<file path="config.mk">
export PLATFORM = sky130hd
export DESIGN_NAME = floppy_ctrl
export DESIGN_NICKNAME = d
export VERILOG_FILES = /design/src/rtl/floppy_ctrl.sv
export SDC_FILE = /design/constraint.sdc
export NUM_CORES = 1
export LEC_CHECK = 0
export ABC_AREA = 0
export BUFFER_PORTS_ARGS = -buffer_cell sky130_fd_sc_hd__buf_2
export CORE_UTILIZATION = 53
export DETAILED_ROUTE_END_ITERATION = 8
export HOLD_SLACK_MARGIN = 0.1
export PLACE_DENSITY = 0.8
export SETUP_SLACK_MARGIN = 0.3
export SLEW_MARGIN = 20
export SYNTH_ARGS = -nofsm -noshare
export SYNTH_HDL_FRONTEND = slang
export SYNTH_SLANG_ARGS = --single-unit
</file>
<file path="constraint.sdc">
create_clock -name clk -period 2.88 [get_ports clk]
set_input_delay 0.144 -clock clk [delete_from_list [all_inputs] [get_ports clk]]
set_output_delay 0.144 -clock clk [all_outputs]
set_load 0.01 [all_outputs]
</file>
<file path="src/rtl/floppy_ctrl.sv">
module floppy_ctrl #(
  parameter int AW        = 20,
  parameter int SIDES     = 2,
  parameter int SECS      = 9,
  parameter int SEC_BYTES = 512,
  parameter int LAT       = 10,
  parameter int EXE       = 10
) (
  input  logic          clk,
  input  logic          rst,
  input  logic          bus_sel,
  input  logic          bus_wr,
  input  logic [1:0]    bus_addr,
  input  logic [7:0]    bus_wdata,
  output logic [7:0]    bus_rdata,
  input  logic          side,
  output logic [AW-1:0] mem_addr,
  output logic [7:0]    mem_wdata,
  output logic          mem_we,
  output logic          mem_re,
  input  logic [7:0]    mem_rdata,
  output logic          err
);
  localparam int CW = $clog2((LAT > EXE ? LAT : EXE) + 1);

  typedef enum logic [1:0] {PH_IDLE, PH_PREP, PH_EXEC} phase_t;

  phase_t        phase;
  logic [CW-1:0] cnt;
  logic [7:0]    cmd, trk, sec, dat;
  logic          tz;
  logic [AW-1:0] ptr;

  wire cmd_wr  = bus_sel & bus_wr & (bus_addr == 2'd0);
  wire is_rd   = (cmd == 8'h80) | (cmd == 8'h90);
  wire is_wrc  = (cmd == 8'hA0) | (cmd == 8'hA2);
  wire in_exec = (phase == PH_EXEC);
  wire dat_rd  = bus_sel & ~bus_wr & (bus_addr == 2'd3);
  wire dat_wr  = bus_sel &  bus_wr & (bus_addr == 2'd3);
  wire rd_xfer = dat_rd & in_exec & is_rd;
  wire wr_xfer = dat_wr & in_exec & is_wrc;

  wire [31:0] lin = ((32'(trk) * SIDES + 32'(side)) * SECS + 32'(sec) - 32'd1) * SEC_BYTES;
  wire [AW-1:0] sect_addr = lin[AW-1:0];

  wire [7:0] status = {1'b1, 4'b0, tz, in_exec & (is_rd | is_wrc), in_exec};

  assign mem_addr  = ptr;
  assign mem_wdata = bus_wdata;
  assign mem_we    = wr_xfer;
  assign mem_re    = rd_xfer;

  always_comb begin
    case (bus_addr)
      2'd0:    bus_rdata = status;
      2'd1:    bus_rdata = trk;
      2'd2:    bus_rdata = sec;
      default: bus_rdata = rd_xfer ? mem_rdata : 8'h00;
    endcase
  end

  always_ff @(posedge clk) begin
    if (rst) begin
      phase <= PH_IDLE;
      cnt   <= '0;
      cmd   <= '0;
      trk   <= '0;
      sec   <= '0;
      dat   <= '0;
      tz    <= 1'b0;
      ptr   <= '0;
      err   <= 1'b0;
    end else if (cmd_wr) begin
      cmd   <= bus_wdata;
      phase <= PH_PREP;
      cnt   <= CW'(LAT);
      case (bus_wdata)
        8'h00: begin trk <= '0; tz <= 1'b1; end
        8'h10, 8'h14: begin trk <= dat; tz <= (dat == 8'h00); end
        8'h80, 8'h90, 8'hA0, 8'hA2: begin ptr <= sect_addr; tz <= 1'b0; end
        8'hD0: begin phase <= PH_IDLE; cmd <= '0; cnt <= '0; tz <= 1'b0; end
        8'hF0: begin tz <= 1'b0; err <= 1'b1; end
        default: ;
      endcase
    end else begin
      case (phase)
        PH_PREP: begin
          if (cnt == CW'(1)) begin
            phase <= PH_EXEC;
            cnt   <= CW'(EXE);
          end else
            cnt <= cnt - CW'(1);
        end
        PH_EXEC: begin
          if (cnt == CW'(1)) phase <= PH_IDLE;
          cnt <= cnt - CW'(1);
        end
        default: ;
      endcase
      if (rd_xfer | wr_xfer) begin
        ptr   <= ptr + AW'(1);
        cnt   <= CW'(EXE);
        phase <= PH_EXEC;
      end
      if (bus_sel & bus_wr & (bus_addr == 2'd1)) trk <= bus_wdata;
      if (bus_sel & bus_wr & (bus_addr == 2'd2)) sec <= bus_wdata;
      if (dat_wr & ~wr_xfer) dat <= bus_wdata;
      if (dat_rd & ~rd_xfer) err <= 1'b1;
    end
  end

  assert_prep_end_R3: assert property (@(posedge clk) disable iff (rst)
    (phase == PH_PREP && cnt == CW'(1) && !cmd_wr) |=> (phase == PH_EXEC && cnt == CW'(EXE)));

  assert_restore_R4: assert property (@(posedge clk) disable iff (rst)
    (cmd_wr && bus_wdata == 8'h00) |=> (trk == 8'h00 && tz));

  assert_seek_R5: assert property (@(posedge clk) disable iff (rst)
    (cmd_wr && (bus_wdata == 8'h10 || bus_wdata == 8'h14)) |=> (trk == $past(dat)));

  assert_read_step_R7: assert property (@(posedge clk) disable iff (rst)
    mem_re |=> (ptr == $past(ptr) + AW'(1) && cnt == CW'(EXE) && phase == PH_EXEC));

  assert_write_step_R8: assert property (@(posedge clk) disable iff (rst)
    mem_we |=> (ptr == $past(ptr) + AW'(1) && cnt == CW'(EXE) && phase == PH_EXEC));

  assert_force_idle_R9: assert property (@(posedge clk) disable iff (rst)
    (cmd_wr && bus_wdata == 8'hD0) |=> (phase == PH_IDLE && !tz));

  assert_format_err_R10: assert property (@(posedge clk) disable iff (rst)
    (cmd_wr && bus_wdata == 8'hF0) |=> err);

  assert_err_sticky_R11: assert property (@(posedge clk) disable iff (rst)
    err |=> err);

  assert_no_dual_strobe_R8: assert property (@(posedge clk) disable iff (rst)
    !(mem_we && mem_re));
endmodule

</file>
==> impl_results.md <==
- Outcome: finished, violations left
- Failing checks: negative setup slack
- DR iter-0 viols: 335
- DRC viols: 0
- Gr usage total: around 30%
- Net Switching: a little under 700 µW
- Final Cycle Share: 108%
- Min-delay worst type: in2reg
- Post-synth EDFFs: 0
- Via Count: around 4,400
- Avg Vias per Cell: between 6 and 7
- Largest area contributor in the netlist: dfxtp_1
- CP delay by family, top: adder cells
- Grt ovf: 0
- Final setup viols: 7
- Setup WS post-layout: -0.238 ns
- Max rail drop VDD: 296 µV
- Post-Syn Nets: about 600
- Yosys top cell area share: approximately 28%
- Syn-to-layout area delta: 24.2%
- Avg Cell Area, Syn: roughly 8 µm²
- Clock Sink Count: 60
- IO buf count: around 60
- Comb pwr share: between 20% and 30%
- CTS Buf Count: 9
- Peak Freq: 321 MHz
- Startpoint Class: flip-flop
- Post-Place Setup Slack: -0.250 ns
- Pwr/cell area: about 400 mW/mm²
- Setup crit end kind: flip-flop
- Max-Cap Viols: 0
- Slew Viols, Final: 0
- Worst rel slew slack: between 40% and 50%
- Initial Util: roughly 55%
- Routed Antenna Nets: 0
- Synth Register Bits: 60
- Fin util: between 60% and 70%
- Number of buffers and inverters on the critical path: 2
- Number of distinct library cells after synthesis: 64
- Clock Tree Root: clkbuf_8
- CTS H-tree depth: 3
- Clock latency at the later pin of the worst-skew pair: 0.35 ns
- Number of global-route vias before repair: 4,218
- Yosys warns: 0
- Die width: 92.2 µm
- CORE AREA: between 0.007 and 0.008 mm²
- Ys async rst share: 0%
- Top cells by area, synth: dfxtp_1 (28%), fa_1 (6.5%), ha_1 (6.4%), a21oi_1 (5.2%), nand2_1 (5.1%)
- Final Wtd Congestion: 0.903
- Die Y: approximately 90 µm
- Tmin final: ~3.1 ns
- Die area: about 0.0085 mm²
- Worst Setup Path Type: reg2reg
- Total power draw: 2.14 mW
- Switching part of the total: 32.2%
- Crit path max fanout: 2
- Final Hold Vio Count: 0
- Initial antenna violation count: 0
- Most used cell, CP: ha_4
- Synth Instances: between 500 and 600
- Mapped cell area: 0.00431 mm²
- Synth cell count leaders: dfxtp_1 (60), nand2_1 (58), inv_1 (53)
- CTS max path bufs: 2
- Drt total wl: 12,300 µm
- CTS tree: yes
- RSZ-0062 raised after global routing: true
- Slew of the pin with the lowest slew margin: 0.875 ns
- # rows: 32
- First-pass GRT wire length: 20,200 µm
- Critical-path cell list: ha_4 > ha_4 > inv_1 > fa_1 > inv_2 > fa_2 > a21oi_4 > o211ai_1 > o41ai_2 > mux2_2 > a21oi_2
- Diode count: 0
- Worst endpoint required time: between 3 and 4 ns
- Cell at the slowest stage of the critical path: fa_1
- CP arrival: 3.40 ns
- Clock power share: 32.5%
- Cell leakage power: about 2.1 nW
- Number of top-level pins: 62
- Clock transition at path regs: approximately 0.080 ns
- Internal power: between 1 and 1.5 mW
- Final nets: a little under 700
- Worst setup skew after layout: 0.00831 ns
- Post-DP HPWL: 8570 µm
- Slowest stage delay, CP: a little over 0.5 ns
- Fraction of layout cells with a size suffix above 1: 29.1%
- Initial DRT Pass Iterations: 6
- Wire length per cell: around 17 µm
- Reg power frac: 40.1%
- Sequential-to-total area share from yosys stat: around 28%
- Most used DFF post-synth: dfxtp_1
- Top-count cell post-synth: dfxtp_1
- Largest net degree at the start of global routing: 34
[routing by layer]
metal	track usage (%)	part of all wire (%)
met1	37.6	41
met3	4.31	7.6
met5	0	0
met4	14.2	3.3
met2	50.2	48
[cells in the final DEF, fill, tap and decap left out, types with 7 or more instances in the layout]
cell type / netlist / final
nor4_1: 13 / 13
a31oi_1: 7 / 7
buf_2: 2 / 61
fa_1: 14 / 13
o21ai_0: 17 / 16
a211oi_1: 10 / 10
nand4_1: 7 / 7
nand3_1: 18 / 14
a21oi_1: 45 / 43
ha_1: 22 / 10
nor3_1: 12 / 12
clkbuf_8: 0 / 10
inv_1: 53 / 47
nand2_1: 58 / 57
a22oi_1: 11 / 11
dfxtp_1: 60 / 49
ha_4: 0 / 12
nor2_1: 50 / 50
buf_4: 11 / 40
dfxtp_2: 0 / 9
mux2i_1: 12 / 12
[state kept, by name, summed over array words and instances (netlist names)]
signal	cells
phase	2
dat	8
cnt	4
sec	8
cmd	8
mem_addr	20
err	1
trk	8
tz	1
[final timing paths]
check                             startpoint            to  slack, ns  depth (start not counted)
worst max-delay path                  trk[2]  mem_addr[19]      -0.24                         11
worst min-delay path            bus_wdata[2]        sec[2]       0.12                          3
worst max register to register        trk[2]  mem_addr[19]      -0.24                         11
worst min register to register        cmd[0]        cmd[0]       0.46                          2
[worst register-to-register path: stages (launching register included)]
cell      delay (ns)
dfxtp_2         0.34
ha_4            0.24
ha_4            0.26
inv_1           0.05
fa_1            0.51
inv_2           0.06
fa_2            0.42
a21oi_4         0.19
o211ai_1        0.14
o41ai_2         0.35
mux2_2          0.38
a21oi_2         0.11
[power by group through the flow]
stage | clock, mW | combinational [mW] | sequential (mW)
after floorplan | 0 | 0.327 | 0.876
after global placement | 0 | 0.471 | 0.876
after detailed placement | 0 | 0.492 | 0.877
after CTS | 0.704 | 0.545 | 0.859
after global routing | 0.746 | 0.637 | 0.861
final | 0.698 | 0.587 | 0.860
[per-stage QoR]
step           area (µm²)  cells  hold slack, ns  TNS (ns)
4_1_cts              5290    729           0.103    -0.352
2_1_floorplan        4410    545           0.280    -0.131
5_1_grt              5350    730           0.130     -1.35
3_5_place_dp         4950    709           0.448    -0.625
3_3_place_gp         4950    709           0.442    -0.257
6_report             5350    730           0.116    -0.581
[layout make-up]
cell class | count | area [µm²]
tap | 102 | 128
sequential | 60 | 1220
clock buffer | 10 | 138
inverter | 53 | 199
multi-input combinational | 393 | 2970
timing repair buffer | 106 | 662
clock inverter | 6 | 38.8
fill | 633 | 2460
[cell families (layout without fill, tap and decap cells)]
family | Yosys count | after routing | synth area share (%)
fa+ha+maj | 36 | 36 | 12.9
buf+inv | 92 | 175 | 9.38
mux | 14 | 14 | 3.31
compound gates | 128 | 128 | 19.8
simple gates | 203 | 203 | 24.3
xor+xnor | 12 | 12 | 2.44
flops | 60 | 60 | 27.9
[repair_timing]
item,4_1_cts,5_1_grt
gates cloned,0,0
resized for setup,24,11
endpoints found under the setup margin,16,14
pin swaps,22,15
setup buffers,4,1
hold buffers,0,0
Note: power is estimated with default switching activity, not from simulation.
